`config.mk`:
```
export PLATFORM = sky130hd
export DESIGN_NAME = modem_ctl_unit
export DESIGN_NICKNAME = d
export VERILOG_FILES = /design/src/rtl/modem_pkg.sv /design/src/rtl/modem_sync.sv /design/src/rtl/modem_datapath.sv /design/src/rtl/modem_control.sv /design/src/rtl/modem_ctl_unit.sv
export SDC_FILE = /design/constraint.sdc
export NUM_CORES = 1
export LEC_CHECK = 0
export BUFFER_PORTS_ARGS = -buffer_cell sky130_fd_sc_hd__buf_2
export CELL_PAD_IN_SITES_DETAIL_PLACEMENT = 0
export CELL_PAD_IN_SITES_GLOBAL_PLACEMENT = 1
export CORE_UTILIZATION = 35
export CTS_CLUSTER_DIAMETER = 30
export DETAILED_ROUTE_END_ITERATION = 12
export PLACE_DENSITY_LB_ADDON = 0.15
export SYNTH_ARGS = -nofsm -noshare
export SYNTH_HDL_FRONTEND = slang
export SYNTH_HIERARCHICAL = 1
export SYNTH_SLANG_ARGS = --single-unit
```
`constraint.sdc`:
```
create_clock -name clk -period 1.2 [get_ports clk]
set_clock_uncertainty 0.05 [all_clocks]
set_input_delay 0.06 -clock clk [delete_from_list [all_inputs] [get_ports clk]]
set_output_delay 0.06 -clock clk [all_outputs]
set_load 0.01 [all_outputs]
```
`src/rtl/modem_pkg.sv`:
```
package modem_pkg;
  localparam int CTL_W      = 5;
  localparam int CTL_DTR    = 0;
  localparam int CTL_RTS    = 1;
  localparam int CTL_LOOP   = 2;
  localparam int CTL_IEN    = 3;
  localparam int CTL_FLOW   = 4;
  localparam int LINES      = 4;   // index 0 cts, 1 dsr, 2 ring, 3 carrier
  localparam int LINE_CTS   = 0;
  localparam int LINE_DSR   = 1;
  localparam int LINE_RING  = 2;
  localparam int LINE_DCD   = 3;
  localparam int STAT_W     = 2 * LINES;

  typedef struct packed {
    logic clrDelta;    // status read: clear change flags
    logic ctlLoad;     // load control register from write data
    logic rtsAutoClr;  // hardware release of request-to-send
  } ctlStrobeT;
endpackage

```
`src/rtl/modem_sync.sv`:
```
module modem_sync #(
  parameter int WIDTH  = 4,
  parameter int STAGES = 2,
  parameter logic RESET_VAL = 1'b1
) (
  input  logic             clk,
  input  logic             rstN,
  input  logic [WIDTH-1:0] asyncIn,
  output logic [WIDTH-1:0] syncOut
);
  logic [STAGES-1:0][WIDTH-1:0] stage;

  for (genvar g = 0; g < STAGES; g++) begin : g_stage
    if (g == 0) begin : g_first
      always_ff @(posedge clk or negedge rstN)
        if (!rstN) stage[g] <= {WIDTH{RESET_VAL}};
        else       stage[g] <= asyncIn;
    end else begin : g_next
      always_ff @(posedge clk or negedge rstN)
        if (!rstN) stage[g] <= {WIDTH{RESET_VAL}};
        else       stage[g] <= stage[g-1];
    end
  end

  assign syncOut = stage[STAGES-1];
endmodule

```
`src/rtl/modem_datapath.sv`:
```
module modem_datapath
  import modem_pkg::*;
#(
  parameter int SYNC_STAGES = 2
) (
  input  logic                 clk,
  input  logic                 rstN,
  input  ctlStrobeT            strb,
  input  logic [CTL_W-1:0]     ctlWrData,
  input  logic [LINES-1:0]     lineInN,
  output logic [STAT_W-1:0]    statusWord,
  output logic [CTL_W-1:0]     ctlReg,
  output logic                 anyEvt,
  output logic                 ctsActive
);
  logic [LINES-1:0] lineSync;
  logic [LINES-1:0] holdPrev;
  logic [LINES-1:0] evt;
  logic [LINES-1:0] delta;
  logic             clrDelta;

  assign clrDelta = strb.clrDelta;

  modem_sync #(.WIDTH(LINES), .STAGES(SYNC_STAGES), .RESET_VAL(1'b1)) uSync (
    .clk     (clk),
    .rstN    (rstN),
    .asyncIn (lineInN),
    .syncOut (lineSync)
  );

  always_ff @(posedge clk or negedge rstN)
    if (!rstN) holdPrev <= '1;
    else       holdPrev <= lineSync;

  // change detection: any edge on three lines, trailing edge of ring only
  for (genvar i = 0; i < LINES; i++) begin : g_evt
    if (i == LINE_RING) begin : g_ring
      assign evt[i] = lineSync[i] & ~holdPrev[i];
    end else begin : g_any
      assign evt[i] = lineSync[i] ^ holdPrev[i];
    end
  end

  assign anyEvt = |evt;

  // a new change wins over a clear on the same edge
  always_ff @(posedge clk or negedge rstN)
    if (!rstN) delta <= '0;
    else       delta <= (delta & ~{LINES{clrDelta}}) | evt;

  always_ff @(posedge clk or negedge rstN)
    if (!rstN)              ctlReg <= '0;
    else if (strb.ctlLoad)  ctlReg <= ctlWrData;
    else if (strb.rtsAutoClr) ctlReg[CTL_RTS] <= 1'b0;

  assign statusWord = {~lineSync, delta};
  assign ctsActive  = ~lineSync[LINE_CTS];


  // delta_hold_chk: flags only drop on a read
  delta_hold_chk: assert property (@(posedge clk) disable iff (!rstN)
    !$past(clrDelta) |-> ((delta & $past(delta)) == $past(delta)));


  // ring_trail_chk: ring flag only rises after the synchronised line went high
  ring_trail_chk: assert property (@(posedge clk) disable iff (!rstN)
    $rose(delta[LINE_RING]) |-> $past(lineSync[LINE_RING]));


  // clear_chk: a read with no new change leaves the flags clear
  clear_chk: assert property (@(posedge clk) disable iff (!rstN)
    (clrDelta && !anyEvt) |=> (delta == '0));
endmodule

```
`src/rtl/modem_control.sv`:
```
module modem_control
  import modem_pkg::*;
(
  input  logic             clk,
  input  logic             rstN,
  input  logic             ctlWrEn,
  input  logic             statRdEn,
  input  logic             txHoldFull,
  input  logic             txLastStop,
  input  logic [CTL_W-1:0] ctlReg,
  input  logic [LINES-1:0] delta,
  input  logic             anyEvt,
  input  logic             ctsActive,
  output ctlStrobeT        strb,
  output logic             dtrOutN,
  output logic             rtsOutN,
  output logic             msIrq,
  output logic             txStartOk
);
  logic flowOn;

  assign flowOn = ctlReg[CTL_FLOW];

  always_comb begin
    strb            = '0;
    strb.clrDelta   = statRdEn;
    strb.ctlLoad    = ctlWrEn;
    strb.rtsAutoClr = flowOn & txLastStop & ~txHoldFull;
  end

  assign dtrOutN   = ~(ctlReg[CTL_DTR] & ~ctlReg[CTL_LOOP]);
  assign rtsOutN   = ~ctlReg[CTL_RTS];
  assign msIrq     = ctlReg[CTL_IEN] & (|delta);
  assign txStartOk = ~flowOn | ctsActive;


  // irq_drop_chk: a read with nothing new pending removes the interrupt
  irq_drop_chk: assert property (@(posedge clk) disable iff (!rstN)
    (strb.clrDelta && !anyEvt && !ctlWrEn) |=> !msIrq);


  // loop_dtr_chk: loop mode keeps terminal-ready inactive
  loop_dtr_chk: assert property (@(posedge clk) disable iff (!rstN)
    ctlReg[CTL_LOOP] |-> dtrOutN);


  // rts_release_chk: end of last character in flow mode releases request-to-send
  rts_release_chk: assert property (@(posedge clk) disable iff (!rstN)
    (flowOn && txLastStop && !txHoldFull && !ctlWrEn) |=> rtsOutN);


  // start_gate_chk: no start permission in flow mode while clear-to-send is inactive
  start_gate_chk: assert property (@(posedge clk) disable iff (!rstN)
    (flowOn && !ctsActive) |-> !txStartOk);
endmodule

```
`src/rtl/modem_ctl_unit.sv`:
```
module modem_ctl_unit
  import modem_pkg::*;
#(
  parameter int SYNC_STAGES = 2
) (
  input  logic              clk,
  input  logic              rstN,
  input  logic              ctlWrEn,
  input  logic [CTL_W-1:0]  ctlWrData,
  output logic [CTL_W-1:0]  ctlRdData,
  input  logic              statRdEn,
  output logic [STAT_W-1:0] statRdData,
  input  logic              ctsInN,
  input  logic              dsrInN,
  input  logic              riInN,
  input  logic              dcdInN,
  output logic              dtrOutN,
  output logic              rtsOutN,
  output logic              msIrq,
  input  logic              txHoldFull,
  input  logic              txLastStop,
  output logic              txStartOk
);
  ctlStrobeT        strb;
  logic [CTL_W-1:0] ctlReg;
  logic             anyEvt;
  logic             ctsActive;

  modem_datapath #(.SYNC_STAGES(SYNC_STAGES)) uDp (
    .clk        (clk),
    .rstN       (rstN),
    .strb       (strb),
    .ctlWrData  (ctlWrData),
    .lineInN    ({dcdInN, riInN, dsrInN, ctsInN}),
    .statusWord (statRdData),
    .ctlReg     (ctlReg),
    .anyEvt     (anyEvt),
    .ctsActive  (ctsActive)
  );

  modem_control uCtl (
    .clk        (clk),
    .rstN       (rstN),
    .ctlWrEn    (ctlWrEn),
    .statRdEn   (statRdEn),
    .txHoldFull (txHoldFull),
    .txLastStop (txLastStop),
    .ctlReg     (ctlReg),
    .delta      (statRdData[LINES-1:0]),
    .anyEvt     (anyEvt),
    .ctsActive  (ctsActive),
    .strb       (strb),
    .dtrOutN    (dtrOutN),
    .rtsOutN    (rtsOutN),
    .msIrq      (msIrq),
    .txStartOk  (txStartOk)
  );

  assign ctlRdData = ctlReg;
endmodule

```
==> reports/results.ini, run 1 <==
[run_status]
run_status = finished with violations
violations = setup timing

[global_route]
antenna_found_initial = 0
first_global_vias = 476
grt_max_degree = 22
gr-usage-all-layers_pct = 10.7
grt_first_pass_wirelength_um = 1970
grt-ovfl-total = 0

[power_and_ir_drop]
fin_total_pwr_mw = 1.35
powerDensity_nw_per_um2 = 1230
peakVddDrop_uv = 643
p_leak_nw = 0.536

[sta]
fin_crit_ns = 1.34
rsz0062_at_grt = true
finalHoldViolations = 0
fmax_mhz = 746
slew_viol_final = 0
setup_viol = 2
setup_slack_ns = -0.141
relSlewSlack_pct = 70.5
worst_pin_slew_ns = 0.443
min_period_over_period_pct = 112

[layout]
finalNetCount = 114
antenna_cells = 0
layout-drive-gt1-share_pct = 57.1
fillers = 178
area_delta_synth_final_pct = 42.0
fin_cells = 125

[floorplanning]
io_pins = 32
rows = 16
coreArea_um2 = 2020
die_y_um = 48.9
die_width_um = 48.9
initial_core_util_pct = 38.1
dieArea_um2 = 2390

[critical_path]
reg2reg_slack_ns = 0.20
reg2reg_to = uDp/delta[0]
cp_max_fo = 2
r2r_start = uDp/uSync/syncOut[0]
worstPathArrival_ns = 1.23
start_kind = register
cp.required_ns = 1.09
end_kind = output port
reg2reg_depth = 3
path_class = register to output port

[place]
dpl.hpwl_um = 756
dp_cells = 106
place_congestion = 0.618
io_buffers = 31

[routing]
drcViolationCount = 0
vias = 492
routed_wl_um = 1180
drt_first_pass_iters = 4
routedWlPerCell_um = 9.45
drtIter0Drc = 4
antenna_left = 0
via_per_inst = 3.94

[clock_network]
htree_levels = 1
clockRootBuffer = clkbuf_4
cts.reportedPaths.clkPinSlew_ns = 0.10
cts.sinks = 21
cts_tree = built
clk_path_buf_depth = 2
clock_latency_ns = 0.28
cts_buffers = 3

[worst_hold_path]
min_to = uDp/ctlReg[1]
hold_depth = 2
hp-start = ctlWrEn
hold_class = input pin to register

[flow_run]
cap_violations = 0

[synthesis]
synthesis.nets = 70
yosys_warnings = 6
postSynthCellCount = 55
avgSynthCellArea_um2 = 14.0
synth_area_um2 = 769

[report_power, final]
part           total, mW  switching, mW  internal, mW  leakage [nW]
logic              0.226         0.0943         0.132         0.292
clock network      0.313          0.184         0.129        0.0150
registers          0.807         0.0317         0.775         0.230
[sequential cells by signal, indices dropped and copies added (netlist names)]
| register | count |
|---|---|
| uDp/uSync/stage | 4 |
| uDp/delta | 4 |
| uDp/uSync/syncOut | 4 |
| uDp/holdPrev | 4 |
| uDp/ctlReg | 5 |
[final cells by class]
type | instances | area, um^2 | share of cell area [%]
clock buffers | 4 | 26.3 | 2.41
inverters | 9 | 33.8 | 3.09
multi-input cells | 18 | 150 | 13.7
flip-flops and latches | 21 | 541 | 49.5
well taps | 27 | 33.8 | 3.09
repair buffers | 46 | 308 | 28.2
[layout by cell type, fill, tap and decap left out, types with 2 or more instances in the layout]
cell,instances
inv_1,8
xnor2_1,3
buf_2,29
buf_4,4
dlygate4sd3_1,11
dfstp_2,12
mux2_2,4
o21ai_0,4
buf_6,2
nand2b_1,2
dfrtp_1,9
clkbuf_4,3
[how the worst max path moves through the flow]
stage | start | endpoint | slack, ns
detailed placement | uDp/delta[1] | msIrq | 0.17
global placement | uDp/delta[1] | msIrq | 0.19
CTS | uDp/delta[1] | msIrq | -0.16
global route | uDp/delta[1] | msIrq | -0.19
finish | uDp/delta[1] | msIrq | -0.14
floorplan | uDp/delta[1] | msIrq | 0.22
[per-layer routing]
metal / wire (um) / part of all wire (%) / vias to the layer above / track usage (%)
met5: 0 / 0 / - / 0
met4: 0 / 0 / 0 / 4.41
met3: 45 / 3.8 / 0 / 2.80
met2: 593 / 50 / 15 / 18.8
met1: 541 / 46 / 228 / 12.3
li1: - / - / 249 / -
[metrics by stage]
stage / hold slack (ns) / cell area, um^2 / worst slack, ns / util, % / setup TNS, ns
after floorplan: -0.286 / 769 / 0.223 / - / 0
after global placement: -0.0192 / 906 / 0.186 / 44.8 / 0
after detailed placement: -0.0186 / 906 / 0.168 / 44.8 / 0
after CTS: 0.0550 / 1080 / -0.156 / 53.3 / -0.196
after global routing: 0.0573 / 1090 / -0.191 / 54.0 / -0.258
final: 0.0628 / 1090 / -0.141 / 54.0 / -0.159
[worst max-delay path, cell delays in order (launching register included)]
cell	delay, ns
dfrtp_1	0.39
o41a_1	0.41
buf_2	0.14
[what timing repair did]
item / CTS / global route
resized for setup: 3 / 1
buffers inserted: 3 / 1
endpoints found under the hold margin: 34 / 0
hold buffers: 11 / 0
setup endpoints to repair: 2 / 2
No activity file was read; power rests on OpenSTA's default activity.
==> run 2, diff against run 1 <==
--- a/config.mk
+++ b/config.mk
@@ -11,7 +11,8 @@
 export CORE_UTILIZATION = 35
 export CTS_CLUSTER_DIAMETER = 30
 export DETAILED_ROUTE_END_ITERATION = 12
-export PLACE_DENSITY_LB_ADDON = 0.15
+export PLACE_DENSITY = 0.79
+export REMOVE_ABC_BUFFERS = 1
 export SYNTH_ARGS = -nofsm -noshare
 export SYNTH_HDL_FRONTEND = slang
 export SYNTH_HIERARCHICAL = 1
==> reports/results.ini, run 2 (synthesis results as in run 1) <==
[floorplanning]
die_y_um = 48.9
initial_core_util_pct = 38.1
coreArea_um2 = 2020
io_pins = 32
rows = 16
dieArea_um2 = 2390
die_width_um = 48.9

[critical_path]
cp_max_fo = 2
slowest_stage = o41a_1
crit_family = compound AO/OA/AOI/OAI gates
cp.required_ns = 1.09
end_kind = output port
path_class = register to output port
path_cells = o41a_1 -> buf_2
worstPathArrival_ns = 1.23
start_kind = register
cp_slowest_stage_delay_ns = 0.41
worst-path-buf-inv = 1

[layout]
layout-drive-gt1-share_pct = 57.6
largest_reg_flops = 5
regMostFlops = uDp/ctlReg
area_delta_synth_final_pct = 42.9
fillers = 173
final_cell_mix = buf_2, dfstp_2, dlygate4sd3_1
finalNetCount = 115
seqCellArea_um2 = 541
multi_input_area_um2 = 150
final_area_um2 = 1100
antenna_cells = 0
fin_cells = 126
layout_commonest_cell = buf_2

[routing]
antenna_left = 0
drt_first_pass_iters = 4
routed_wl_um = 1270
routedWlPerCell_um = 10.1
drtIter0Drc = 3
drcViolationCount = 0
via_per_inst = 3.99
vias = 503

[place]
dpl_worst_slack_ns = 0.171
io_buffers = 31
dpl.hpwl_um = 789
place_congestion = 0.653
placed_area_um2 = 906
dp_cells = 106

[clock_network]
clk_path_buf_depth = 2
cts_buffers = 3
cts.sinks = 21
cts_tree = built
htree_levels = 1
cts.reportedPaths.clkPinSlew_ns = 0.10
clock_latency_ns = 0.29
clockRootBuffer = clkbuf_4

[run_status]
run_status = finished with violations
violations = setup timing

[sta]
min_period_over_period_pct = 112
worst_pin_slew_ns = 0.442
rsz0062_at_grt = true
setup_viol = 2
finalHoldViolations = 0
relSlewSlack_pct = 70.6
setup_slack_ns = -0.141
fin_crit_ns = 1.34
hold-worst-slack_ns = 0.0532
slew_viol_final = 0
fmax_mhz = 746
tns_ns = -0.159

[power_and_ir_drop]
peakVddDrop_uv = 921
p_int_mw = 1.04
switching_share_pct = 23.1
power_switching_uw = 313
comb_power_share_pct = 17.3
powerDensity_nw_per_um2 = 1230
p_seq_share_pct = 59.7
p_leak_nw = 0.541
clkPwrFrac_pct = 23.0

[flow_run]
cap_violations = 0

[global_route]
grt_max_degree = 22
antenna_found_initial = 0
grt_first_pass_wirelength_um = 2230
first_global_vias = 511
gr-usage-all-layers_pct = 12.2
grt-ovfl-total = 0

[worst_hold_path]
hold_class = input pin to register

-- run 2: final cells by class --
class / instances / area share [%]
repair buffers: 47 / 28.7
well taps: 27 / 3.07
inverters: 9 / 3.07
flip-flops and latches: 21 / 49.1
multi-input cells: 18 / 13.7
clock buffers: 4 / 2.39
-- run 2: metrics by stage --
| step | utilization, % | power [mW] |
|---|---|---|
| 6_report | 54.4 | 1.35 |
| 4_1_cts | 53.7 | 1.37 |
| 5_1_grt | 54.4 | 1.45 |
| 3_3_place_gp | 44.8 | 0.984 |
| 2_1_floorplan | - | 0.892 |
| 3_5_place_dp | 44.8 | 0.990 |
-- run 2: path summary, 6_finish.rpt --
path / start / endpoint / slack (ns) / depth (start not counted)
max: uDp/delta[2] / msIrq / -0.14 / 2
min: ctlWrEn / uDp/ctlReg[1] / 0.05 / 2
max reg2reg: uDp/uSync/syncOut[0] / uDp/delta[0] / 0.20 / 3
min reg2reg: uDp/uSync/stage[3] / uDp/uSync/syncOut[3] / 0.31 / 0
max in group asynchronous: rstN / uDp/uSync/stage[2] / 0.58 / 2
min in group asynchronous: rstN / uDp/delta[1] / 0.19 / 2
-- run 2: worst register-to-register path: stages, from the launching register on --
cell and delay (ns):
dfstp_2 0.55, buf_4 0.11, xnor2_1 0.10, o21ai_0 0.09
-- run 2: timing repair --
| item | in CTS | in global routing |
|---|---|---|
| setup buffers | 4 | 1 |
| pin swaps | 1 | 0 |
| hold buffers | 11 | 0 |
| gates resized for setup | 3 | 1 |
| setup endpoints to repair | 2 | 2 |
| hold endpoints to repair | 34 | 0 |
-- run 2: metal layers --
metal / track usage [%] / vias up / wire length [um]
li1: - / 251 / -
met1: 15.1 / 231 / 576
met2: 20.6 / 21 / 624
met3: 4.98 / 0 / 66
met4: 1.47 / 0 / 0
met5: 0 / - / 0
-- run 2: power by group through the flow --
stage | Clock, mW | Sequential, mW | Combinational, mW
after floorplan | 0 | 0.832 | 0.0599
after global placement | 0 | 0.817 | 0.167
after detailed placement | 0 | 0.823 | 0.167
after CTS | 0.335 | 0.808 | 0.223
after global routing | 0.375 | 0.818 | 0.257
final | 0.311 | 0.809 | 0.234
==> run 3, diff against run 2 <==
==> constraint.sdc (replaced) <==
create_clock -name clk -period 1.2 [get_ports clk]
set_clock_uncertainty 0.05 [all_clocks]
set_input_delay 0.06 -clock clk [delete_from_list [all_inputs] [get_ports clk]]
set_output_delay 0.06 -clock clk [all_outputs]
set_load 0.1 [all_outputs]
==> reports/results.ini, run 3 (synthesis results as in run 1) <==
[routing]
via_per_inst = 4.11
drt_first_pass_iters = 2
vias = 534
drtIter0Drc = 1
drcViolationCount = 0
antenna_left = 0
routedWlPerCell_um = 10.4
routed_wl_um = 1350

[sta]
fin_crit_ns = 1.42
slew_viol_final = 0
hold-worst-slack_ns = 0.0418
rsz0062_at_grt = true
setup_slack_ns = -0.224
fmax_mhz = 702
min_period_over_period_pct = 119
finalHoldViolations = 0
setup_viol = 2
relSlewSlack_pct = 70.2
worst_pin_slew_ns = 0.446
tns_ns = -0.340

[clock_network]
cts.sinks = 21
clockRootBuffer = clkbuf_4
cts.reportedPaths.clkPinSlew_ns = 0.11
htree_levels = 1
clock_latency_ns = 0.30
cts_tree = built
clk_path_buf_depth = 2
cts_buffers = 3

[global_route]
first_global_vias = 559
grt_first_pass_wirelength_um = 2240
grt-ovfl-total = 0
antenna_found_initial = 0
grt_max_degree = 22
gr-usage-all-layers_pct = 12.5

[place]
place_congestion = 0.665
dpl.hpwl_um = 901
io_buffers = 31

[critical_path]
worstPathArrival_ns = 1.31
path_class = register to output port
cp_max_fo = 2
end_kind = output port
reg2reg_slack_ns = 0.16
start_kind = register
cp.required_ns = 1.09

[layout]
regMostFlops = uDp/ctlReg
largest_reg_flops = 5
finalNetCount = 119
final_core_util_pct = 67.2
antenna_cells = 0
fillers = 161
layout-drive-gt1-share_pct = 63.1
area_delta_synth_final_pct = 76.6
final_cell_mix = buf_12, buf_2, dfstp_2
layout_commonest_cell = buf_12

[power_and_ir_drop]
powerDensity_nw_per_um2 = 1410
peakVddDrop_uv = 901
p_leak_nw = 0.647

[run_status]
run_status = finished with violations
violations = setup timing

[floorplanning]
io_pins = 32
dieArea_um2 = 2390
die_y_um = 48.9
rows = 16
die_width_um = 48.9
initial_core_util_pct = 38.1
coreArea_um2 = 2020

[flow_run]
cap_violations = 0

[worst_hold_path]
hold_class = input pin to register

## run 3: cell count changes in the layout (fill, tap and decap cells not counted)
cell / change
nand2b_1: -1
inv_1: -3
inv_2: +3
buf_6: -1
buf_2: -15
buf_12: +15
nand2b_4: +1
buf_4: +5
## run 3: final timing paths
check,start,endpoint,depth (start not counted)
setup / recovery,uDp/delta[1],msIrq,2
setup reg to reg,uDp/ctlReg[4],uDp/ctlReg[1],3
max in group asynchronous,rstN,uDp/holdPrev[1],2
hold / removal,ctlWrEn,uDp/ctlReg[1],2
hold reg to reg,uDp/uSync/stage[3],uDp/uSync/syncOut[3],0
min in group asynchronous,rstN,uDp/ctlReg[3],2
## run 3: area by class of cell
type | instances | area [um^2] | area share, %
flip-flops and latches | 21 | 541 | 39.8
multi-input cells | 18 | 158 | 11.6
well taps | 27 | 33.8 | 2.49
inverters | 9 | 33.8 | 2.49
clock buffers | 4 | 26.3 | 1.93
repair buffers | 51 | 567 | 41.7
## run 3: critical path, stage by stage, from the launching register on
cell and delay [ns]:
dfrtp_1 0.40, o41a_1 0.43, buf_6 0.19
## run 3: where the power goes
part	switching (mW)	internal (mW)
Combinational	0.484	0.292
Clock	0.200	0.130
Sequential	0.0364	0.775
## run 3: through the flow
step                      worst slack, ns  area [um^2]  cells  power [mW]
after global routing               -0.277         1360    130        1.99
after global placement             0.0350         1090    111        1.50
after detailed placement           0.0308         1090    111        1.51
final                              -0.224         1360    130        1.92
after CTS                          -0.247         1310    129        1.91
after floorplan                    -0.803          717     48        1.25
## run 3: timing repair
| action | in CTS | in global routing |
|---|---|---|
| setup endpoints to repair | 7 | 7 |
| buffers inserted | 3 | 1 |
| hold buffers | 11 | 0 |
| gates resized for setup | 17 | 12 |
| endpoints found under the hold margin | 34 | 0 |
| pin swaps | 0 | 0 |
## run 3: routing by layer
| metal | up-vias | GRT usage (%) | wire length, um |
|---|---|---|---|
| li1 | 261 | - | - |
| met1 | 249 | 13.0 | 559 |
| met2 | 22 | 23.1 | 710 |
| met3 | 2 | 2.18 | 58 |
| met4 | 0 | 7.35 | 24 |
| met5 | - | 0 | 0 |
